## src/rtl/ecam_pkg.sv

```systemverilog
package ecam_pkg;
  localparam int PA_W      = 64;  // physical address width
  localparam int REG_BYTES = 8;   // bytes in the base register
  localparam int BUS_W     = 8;
  localparam int DEV_W     = 5;
  localparam int FN_W      = 3;
  localparam int OFF_W     = 12;

  typedef enum logic [1:0] {
    LEN_256 = 2'b00,
    LEN_128 = 2'b01,
    LEN_64  = 2'b10,
    LEN_RSV = 2'b11
  } len_code_e;

  typedef struct packed {
    logic            en;
    logic [PA_W-1:0] base;
    logic [PA_W-1:0] size;
  } win_t;
endpackage

```

## src/rtl/ecam_cfg_reg.sv

```systemverilog
module ecam_cfg_reg
  import ecam_pkg::*;
#(
  parameter logic [PA_W-1:0] RESET_VALUE = 64'h0000_0000_B000_0000,
  localparam int IDX_W = $clog2(REG_BYTES)
) (
  input  logic            clk,
  input  logic            rst_n,
  input  logic            wr_en,
  input  logic [IDX_W-1:0] wr_idx,
  input  logic [7:0]      wr_data,
  output logic [PA_W-1:0] raw_next,
  output logic            upd
);
  logic [PA_W-1:0] raw_q;

  // one lane per byte; the strobed lane takes the new byte
  for (genvar b = 0; b < REG_BYTES; b++) begin : g_lane
    assign raw_next[b*8 +: 8] = (wr_en && (wr_idx == IDX_W'(b))) ? wr_data
                                                                 : raw_q[b*8 +: 8];
  end

  assign upd = wr_en;

  always_ff @(posedge clk) begin
    if (!rst_n) raw_q <= RESET_VALUE;
    else        raw_q <= raw_next;
  end
endmodule

```

## src/rtl/ecam_win_decode.sv

```systemverilog
module ecam_win_decode
  import ecam_pkg::*;
#(
  parameter logic [PA_W-1:0] RESET_VALUE = 64'h0000_0000_B000_0000,
  parameter int ADDR_HI  = 39,  // highest base bit kept
  parameter int LOG2_MAX = 28   // log2 of the largest window
) (
  input  logic            clk,
  input  logic            rst_n,
  input  logic            upd,
  input  logic [PA_W-1:0] raw_next,
  output win_t            win_q,
  output logic            err_q
);
  function automatic win_t decode(input logic [PA_W-1:0] r);
    win_t d;
    int   lowb;
    case (len_code_e'(r[2:1]))
      LEN_128: lowb = LOG2_MAX - 1;
      LEN_64:  lowb = LOG2_MAX - 2;
      default: lowb = LOG2_MAX;
    endcase
    d.en   = r[0];
    d.size = PA_W'(1) << lowb;
    for (int i = 0; i < PA_W; i++)
      d.base[i] = r[i] && (i >= lowb) && (i <= ADDR_HI);
    return d;
  endfunction

  win_t nxt;
  logic rsv;

  always_comb begin
    nxt = decode(raw_next);
    rsv = (len_code_e'(raw_next[2:1]) == LEN_RSV);
  end

  always_ff @(posedge clk) begin
    if (!rst_n) begin
      win_q <= decode(RESET_VALUE);
      err_q <= 1'b0;
    end else begin
      err_q <= upd && rsv;
      if (upd && !rsv) win_q <= nxt;
    end
  end
endmodule

```

## src/rtl/ecam_addr_match.sv

```systemverilog
module ecam_addr_match
  import ecam_pkg::*;
(
  input  logic             [PA_W-1:0] addr_i,
  input  win_t                        win,
  output logic                        hit,
  output logic             [BUS_W-1:0] bus_num,
  output logic             [DEV_W-1:0] dev_num,
  output logic             [FN_W-1:0]  fn_num,
  output logic             [OFF_W-1:0] reg_off
);
  localparam int DEV_LO = OFF_W + FN_W;
  localparam int BUS_LO = DEV_LO + DEV_W;

  logic [PA_W-1:0] lo_mask;
  logic [PA_W-1:0] off;

  always_comb begin
    lo_mask = win.size - PA_W'(1);
    off     = addr_i & lo_mask;
    hit     = win.en && ((addr_i & ~lo_mask) == win.base);
    bus_num = hit ? off[BUS_LO +: BUS_W] : '0;
    dev_num = hit ? off[DEV_LO +: DEV_W] : '0;
    fn_num  = hit ? off[OFF_W +: FN_W]   : '0;
    reg_off = hit ? off[0 +: OFF_W]      : '0;
  end
endmodule

```

## src/rtl/ecam_window_dec.sv

```systemverilog
module ecam_window_dec
  import ecam_pkg::*;
#(
  parameter logic [PA_W-1:0] RESET_VALUE = 64'h0000_0000_B000_0000,
  parameter int ADDR_HI  = 39,
  parameter int LOG2_MAX = 28
) (
  input  logic        clk,
  input  logic        rst_n,
  input  logic        wr_en,
  input  logic [2:0]  wr_idx,
  input  logic [7:0]  wr_data,
  input  logic [63:0] addr_i,
  output logic        win_en,
  output logic [63:0] win_base,
  output logic [63:0] win_size,
  output logic        len_err,
  output logic        hit,
  output logic [7:0]  bus_num,
  output logic [4:0]  dev_num,
  output logic [2:0]  fn_num,
  output logic [11:0] reg_off
);
  logic [PA_W-1:0] raw_next;
  logic            upd;
  win_t            win;

  ecam_cfg_reg #(.RESET_VALUE(RESET_VALUE)) u_reg (
    .clk(clk), .rst_n(rst_n), .wr_en(wr_en), .wr_idx(wr_idx),
    .wr_data(wr_data), .raw_next(raw_next), .upd(upd)
  );

  ecam_win_decode #(
    .RESET_VALUE(RESET_VALUE), .ADDR_HI(ADDR_HI), .LOG2_MAX(LOG2_MAX)
  ) u_dec (
    .clk(clk), .rst_n(rst_n), .upd(upd), .raw_next(raw_next),
    .win_q(win), .err_q(len_err)
  );

  ecam_addr_match u_match (
    .addr_i(addr_i), .win(win), .hit(hit), .bus_num(bus_num),
    .dev_num(dev_num), .fn_num(fn_num), .reg_off(reg_off)
  );

  assign win_en   = win.en;
  assign win_base = win.base;
  assign win_size = win.size;
endmodule

```

## config.mk

```make
export PLATFORM = sky130hd
export DESIGN_NAME = ecam_window_dec
export DESIGN_NICKNAME = d
export VERILOG_FILES = /design/src/rtl/ecam_pkg.sv /design/src/rtl/ecam_cfg_reg.sv /design/src/rtl/ecam_win_decode.sv /design/src/rtl/ecam_addr_match.sv /design/src/rtl/ecam_window_dec.sv
export SDC_FILE = /design/constraint.sdc
export NUM_CORES = 1
export LEC_CHECK = 0
export ABC_AREA = 1
export BUFFER_PORTS_ARGS = -buffer_cell sky130_fd_sc_hd__buf_2
export CAP_MARGIN = 20
export CORE_MARGIN = 2
export CORE_UTILIZATION = 35
export DETAILED_ROUTE_END_ITERATION = 8
export HOLD_SLACK_MARGIN = 0.02
export PLACE_DENSITY_LB_ADDON = 0.05
export SYNTH_ARGS = -nofsm -noshare
export SYNTH_HDL_FRONTEND = slang
export SYNTH_HIERARCHICAL = 1
export SYNTH_SLANG_ARGS = --single-unit
```

## constraint.sdc

```tcl
create_clock -name clk -period 7.2 [get_ports clk]
set_clock_uncertainty 0.2 [all_clocks]
set_input_delay 1.44 -clock clk [delete_from_list [all_inputs] [get_ports clk]]
set_output_delay 1.44 -clock clk [all_outputs]
set_load 0.01 [all_outputs]
```

==> results.toml, run 1 <==
[clocking]
cts.path.max_buffers = 2
cts_resized = 0
path_clk_slew_ps = 60
cts_sinks = 41
numCtsBuffers = 5
cts_tree = "built"
cts_root_buf = "clkbuf_16"
htreeDepth = 2
postCtsSetupBuffers = 0
insertion_delay_ps = 280
ctsHoldBuffers = 0

[critical_path]
critical-path-max-stage-delay_ps = 640
crit_path_start_kind = "register"
arrival_ps = 3660
rrSetupSlack_ps = 5340
cp_num_cells = 14
cp_cell_sequence = "nor2_1 > nand2_1 > nor2_1 > nand2_1 > nor2_4 > nand3b_1 > nand4_1 > nand2_1 > nor2_1 > nand2_1 > nor2_1 > nand3_2 > nor3_1 > buf_2"
rr_worst_depth = 9
crit_family = "simple AND/OR/NAND/NOR gates"
critical_path.reg2reg.endpoint = "u_dec/win_q[90]"
cp-end-kind = "output pin"
critical_path_required_ps = 5560
crit_type = "register to output pin"
cpMaxStageDelayCell = "nand3_2"
path_max_fanout = 29
worst-path-buf-inv = 1
r2r_start = "u_reg/raw_q[1]"

[hold_path]
min-delay-start = "u_reg/raw_q[28]"
hold-path-endpoint = "u_reg/raw_q[28]"
hold_path_depth = 2
hp-class = "register to register"

[layout]
area_growth_pct = 8.66
drive_above_1_share_pct = 14.8
final_util_pct = 39.1
design_area_um2 = 7360
nets = 1458
final_cell_mix = "420 x nand2_1, 205 x nor2_1, 152 x inv_1, 131 x buf_2, 105 x conb_1"
mostFrequentLayoutCell = "nand2_1"

[pwr]
total_power_w = 0.000723
p_leak_nw = 4.09
peakVddDrop_uv = 92.4
p_per_area_nw_per_um2 = 98.2

[floorplanning]
start_util_pct = 36.0
dieArea_um2 = 20500
rows = 50
die_x_um = 143
core_area_um2 = 18800
boundaryPins = 237
fp.dieH_um = 143

[place]
io_buffers = 131
place_hpwl_um = 21100
dpl_cell_area_um2 = 7220
routabilityCongestion = 0.895

[timing]
worstMarginPinSlew_ps = 814
slew_headroom_pct = 45.7
maxSlewViolCount = 0
whs_ps = 266
fmax_mhz = 189
hold_viol = 0
fin_crit_sh_pct = 73.6
finalSetupTns_ps = 0
setup_viol = 0
rsz0062_at_grt = "no"
final.min_clock_period_ps = 5300

[run_status]
outcome = "completed"

[detailed_routing]
drc = 0
postRouteAntennaNets = 0
avgRoutedWirePerCell_um = 14.8
firstDrtPassIters = 5
wl_um = 24200
vias_per_cell = 4.59
vias = 7503
drt_iter0_drc = 389

[global_routing]
grt_pass1_vias = 6895
grt_usage_pct = 23.2
antenna_found_initial = 2
grt_pass1_wl_um = 36600
overflow = 0
grt_max_degree = 30

[logic_synthesis]
ys.warnings.count = 6
syn_area_um2 = 6770
syn_inst = 1256
avgSynthCellArea_um2 = 5.39

[flow_run]
max_cap_viol_count = 0
how the worst max path moves through the flow:
stage	start	to
finish	u_dec/win_q[25]	fn_num[2]
global route	u_dec/win_q[24]	fn_num[2]
CTS	u_dec/win_q[25]	bus_num[0]
detailed placement	addr_i[34]	fn_num[2]
global placement	addr_i[34]	fn_num[2]
floorplan	addr_i[24]	bus_num[5]
through the flow:
| step | setup WS [ps] | std cells |
|---|---|---|
| after global routing | 1500 | 1635 |
| after global placement | 2200 | 1627 |
| final | 1900 | 1636 |
| after floorplan | 3100 | 1360 |
| after CTS | 1860 | 1635 |
| after detailed placement | 2150 | 1627 |
flip-flops by register name, indices dropped and copies added (netlist names):
register / flops
u_dec/win_q: 23
u_reg/raw_q: 17
u_dec/err_q: 1
report_power, final:
part           total (W)  leakage (nW)  internal, W  switching (W)
clock           0.000215        0.0706     0.000127      0.0000882
sequential      0.000249         0.335     0.000237      0.0000120
combinational   0.000258          3.68    0.0000809       0.000177
tightest hold or removal path, delay by kind of cell, from the launching register on:
| kind | cells | cell delay, ps |
|---|---|---|
| flip-flops | 1 | 300 |
| AND/OR/NAND/NOR | 2 | 130 |
metal layers:
layer / part of all wire (%) / up-vias / wire length (µm) / GRT usage (%)
li1: - / 3978 / - / -
met5: 0.11 / - / 27 / 0
met4: 2.5 / 4 / 598 / 5.63
met2: 46 / 243 / 11200 / 40.1
met1: 43 / 3247 / 10400 / 29.6
met3: 8.4 / 31 / 2040 / 4.29
layout make-up:
class,count,area (µm²)
fillers,2252,11500
multi-input cells,1040,4830
flip-flops and latches,41,821
repair buffers,132,663
inverters,154,578
well taps,260,325
clock buffers,6,129
clock inverters,2,10.0
diodes,1,2.50
(Power assumes the default switching activity.)
==> run 2, diff against run 1 <==
clock period = 4.2 ns   (was 7.2 ns; I/O delays follow)
==> results.toml, run 2 (synthesis results as in run 1) <==
[pwr]
peakVddDrop_uv = 190
total_power_w = 0.00132
p_leak_nw = 4.15
p_per_area_nw_per_um2 = 176

[layout]
top_register = "u_dec/win_q"
nets = 1466
final_util_pct = 39.9
drive_above_1_share_pct = 16.5
area_growth_pct = 11.0
largest_reg_flops = 23
mostFrequentLayoutCell = "nand2_1"
final_cells = 1644
final_cell_mix = "419 x nand2_1, 195 x nor2_1, 152 x inv_1, 131 x buf_2, 105 x conb_1"
top_regs = "u_dec/win_q: 23 flops, u_reg/raw_q: 17 flops, u_dec/err_q: 1 flops"

[timing]
worstMarginPinSlew_ps = 617
rsz0062_at_grt = "no"
fin_crit_sh_pct = 93.8
setup_viol = 0
fmax_mhz = 254
finalSetupTns_ps = 0
maxSlewViolCount = 0
slew_headroom_pct = 58.7
hold_viol = 0
whs_ps = 268
final.min_clock_period_ps = 3940

[critical_path]
critPathMostFrequentCell = "nand2_1"
path_max_fanout = 29
cpMaxStageDelayCell = "dfxtp_1"
crit_family = "simple AND/OR/NAND/NOR gates"
critical-path-max-stage-delay_ps = 390
rr_worst_depth = 9
worst-path-buf-inv = 2
cp_cell_sequence = "nor2_2 > nand2_1 > nor2_1 > nand2_1 > o21ai_0 > nand4_1 > nand2_1 > nand2_1 > nor2_1 > nand2_1 > nor2_2 > nand3_2 > buf_12 > nor3_1 > buf_2"
arrival_ps = 2900
cp-end-kind = "output pin"
crit_path_start_kind = "register"
critical_path_required_ps = 3160
crit_type = "register to output pin"
cp_num_cells = 15

[clocking]
ctsHoldBuffers = 0
cts.path.max_buffers = 2
cts_root_buf = "clkbuf_16"
insertion_delay_ps = 280
htreeDepth = 2
cts_sinks = 41
cts_tree = "built"
path_clk_slew_ps = 60
numCtsBuffers = 5

[floorplanning]
die_x_um = 143
dieArea_um2 = 20500
rows = 50
start_util_pct = 36.0
fp.dieH_um = 143
core_area_um2 = 18800
boundaryPins = 237

[hold_path]
hp-class = "register to register"
hold_path_depth = 2

[global_routing]
grt_pass1_vias = 7022
grt_usage_pct = 23.8
grt_pass1_wl_um = 37600
overflow = 0
antenna_found_initial = 3
grt_max_degree = 30

[detailed_routing]
drc = 0
drt_iter0_drc = 384
wl_um = 24800
avgRoutedWirePerCell_um = 15.1
vias = 7590
vias_per_cell = 4.62
firstDrtPassIters = 6
postRouteAntennaNets = 0

[run_status]
outcome = "completed"

[place]
routabilityCongestion = 0.912
dp.cells = 1633
place_hpwl_um = 21500
io_buffers = 131

[flow_run]
max_cap_viol_count = 0
-- run 2: changes by cell type in the layout (fill, tap and decap cells not counted), moves of 2 or more --
cell	delta
dfxtp_2	+3
nor2_2	+10
buf_12	+2
buf_4	+5
clkinv_2	-2
dfxtp_1	-3
nor2_1	-10
-- run 2: repair_timing --
action                     CTS  global route
setup buffers                0             2
resized for setup            0            16
setup endpoints to repair    0            29
-- run 2: metrics by stage --
stage | area (µm²) | setup slack (ps)
6_report | 7520 | 262
5_1_grt | 7510 | 9.73
4_1_cts | 7450 | 25.9
3_5_place_dp | 7280 | 347
3_3_place_gp | 7280 | 343
2_1_floorplan | 7160 | 1000
-- run 2: layout make-up --
type                       instances  area (µm²)
fill                            2281       11300
inverter                         154         578
tap                              260         325
clock inverter                     3        46.3
clock buffer                       5         125
sequential                        41         825
multi-input combinational       1040        4860
antenna                            1        2.50
timing repair buffer             140         752
-- run 2: worst min-delay path: stages (launching register included) --
cell	delay [ps]
dfxtp_1	310
nand2_1	60
nand3_1	70
-- run 2: routing by layer --
metal | share of wire, % | wire length, µm | vias up | track usage (%)
li1 | - | - | 3998 | -
met1 | 44 | 11000 | 3346 | 30.8
met2 | 47 | 11800 | 220 | 41.7
met3 | 6.6 | 1640 | 22 | 3.86
met4 | 1.5 | 373 | 4 | 4.69
met5 | 0.11 | 27 | - | 0
-- run 2: where the power goes --
part	internal, W	total [W]	switching (W)
clock	0.000281	0.000442	0.000161
combinational	0.000142	0.000453	0.000311
sequential	0.000407	0.000426	0.0000192
-- run 2: worst paths after layout --
check,from,to,slack (ps)
worst min-delay path,u_reg/raw_q[28],u_reg/raw_q[28],270
worst max register to register,u_reg/raw_q[1],u_dec/win_q[90],2310
worst min register to register,u_reg/raw_q[28],u_reg/raw_q[28],270
worst max-delay path,u_dec/win_q[25],bus_num[4],260
==> run 3, diff against run 2 <==
RECOVER_POWER = 50   (was not set)
clock period = 3.3 ns   (was 4.2 ns; I/O delays follow)
==> results.toml, run 3 (synthesis results as in run 1) <==
[critical_path]
r2r_start = "u_reg/raw_q[2]"
path_max_fanout = 7
crit_type = "register to output pin"
cp-end-kind = "output pin"
critical_path_required_ps = 2440
crit_path_start_kind = "register"
rr_worst_depth = 9
arrival_ps = 2870
crit_start = "u_dec/win_q[26]"

[detailed_routing]
drc = 0
wl_um = 26400
postRouteAntennaNets = 0
drt_iter0_drc = 381
vias = 7959
firstDrtPassIters = 5
vias_per_cell = 4.64
avgRoutedWirePerCell_um = 15.4

[global_routing]
overflow = 0
antenna_found_initial = 2
grt_pass1_vias = 7165
grt_usage_pct = 24.6
grt_pass1_wl_um = 38900
grt_max_degree = 26

[pwr]
switching_power_w = 0.000655
p_leak_nw = 4.72
total_power_w = 0.00176
p_seq_share_pct = 30.8
peakVddDrop_uv = 189
p_per_area_nw_per_um2 = 204
clockPowerShare_pct = 33.0
switching_share_pct = 37.3
p_int_w = 0.00110
pwr-share-comb_pct = 36.2

[timing]
whs_ps = 266
setup_viol = 29
fmax_mhz = 268
hold_viol = 0
fin_ws_ps = -427
final.min_clock_period_ps = 3730
maxSlewViolCount = 0
rsz0062_at_grt = "yes"
fin_crit_sh_pct = 113

[run_status]
outcome = "finished with violations"
violations = "negative setup slack"

[layout]
final_cell_mix = "394 x nand2_1, 166 x nor2_1, 152 x inv_1, 116 x buf_2, 105 x conb_1"
nets = 1538
largest_reg_flops = 23
area_growth_pct = 27.3
drive_above_1_share_pct = 24.3
mostFrequentLayoutCell = "nand2_1"
antenna_cells = 0
top_regs = "u_dec/win_q: 23 flops, u_reg/raw_q: 17 flops, u_dec/err_q: 1 flops"
top_register = "u_dec/win_q"

[hold_path]
hp-class = "register to register"
min-delay-start = "u_reg/raw_q[28]"
hold_path_depth = 2

[flow_run]
max_cap_viol_count = 0

[clocking]
numCtsBuffers = 5
cts.path.max_buffers = 2
ctsHoldBuffers = 0
cts_root_buf = "clkbuf_16"
insertion_delay_ps = 280
htreeDepth = 2
cts_sinks = 41
cts_tree = "built"
path_clk_slew_ps = 60

[floorplanning]
dieArea_um2 = 20500
core_area_um2 = 18800
fp.dieH_um = 143
die_x_um = 143
boundaryPins = 237
rows = 50
start_util_pct = 36.0

[place]
routabilityCongestion = 0.914
place_hpwl_um = 21900
io_buffers = 131
## run 3: metal layers
layer  track usage, %  wire (µm)  part of all wire (%)  vias up
li1                 -          -                     -     4142
met1             31.6      11500                    44     3531
met2             43.5      12700                    48      260
met3             4.02       1780                   6.7       22
met4             4.64        402                   1.5        4
met5                0         27                  0.10        -
## run 3: final cells by class
type,count,area [µm²]
Inverter,154,578
Multi-Input combinational cell,1040,5270
Tap cell,260,325
Timing Repair Buffer,212,1430
Clock inverter,2,37.5
Sequential cell,41,841
Clock buffer,6,139
Fill cell,2143,10200
## run 3: worst paths after layout
check             slack (ps)                to
setup / recovery        -430       reg_off[11]
hold / removal           270   u_reg/raw_q[28]
setup reg to reg        1490  u_dec/win_q[103]
hold reg to reg          270   u_reg/raw_q[28]
## run 3: through the flow
| stage | worst slack [ps] | area (µm²) | util (%) | setup TNS, ps | instances |
|---|---|---|---|---|---|
| after global routing | -554 | 8620 | 45.8 | -14760 | 1715 |
| after floorplan | 282 | 7160 | - | 0 | 1360 |
| final | -427 | 8620 | 45.8 | -10950 | 1715 |
| after detailed placement | -362 | 7680 | 40.8 | -9610 | 1687 |
| after CTS | -348 | 8280 | 44.0 | -9320 | 1708 |
| after global placement | -420 | 7680 | 40.8 | -11360 | 1687 |
## run 3: worst max-delay path, stage by stage (launching register included)
cell       delay [ps]
dfxtp_4           370
nor2_4            100
buf_6             110
nand2_4            50
buf_4             130
nor2_2            110
buf_4             150
buf_4             110
nand3_1            90
nand4_1           100
o21ai_0            80
nor2_1            150
nand2_2           110
nor2_4            150
nand3_4           190
clkbuf_16         240
nor3_2            160
buf_2             150
## run 3: repair_timing
item	4_1_cts	5_1_grt
buffers inserted	11	7
endpoints found under the hold margin	0	0
cloned	3	2
resized for setup	84	69
pin swaps	15	55
endpoints found under the setup margin	29	29
## run 3: power by group through the flow
stage / Clock, W / Combinational, W / Sequential (W)
finish: 0.000579 / 0.000635 / 0.000541
global route: 0.000619 / 0.000711 / 0.000543
CTS: 0.000588 / 0.000555 / 0.000540
detailed placement: 0 / 0.000534 / 0.000551
global placement: 0 / 0.000534 / 0.000551
floorplan: 0 / 0.000481 / 0.000551
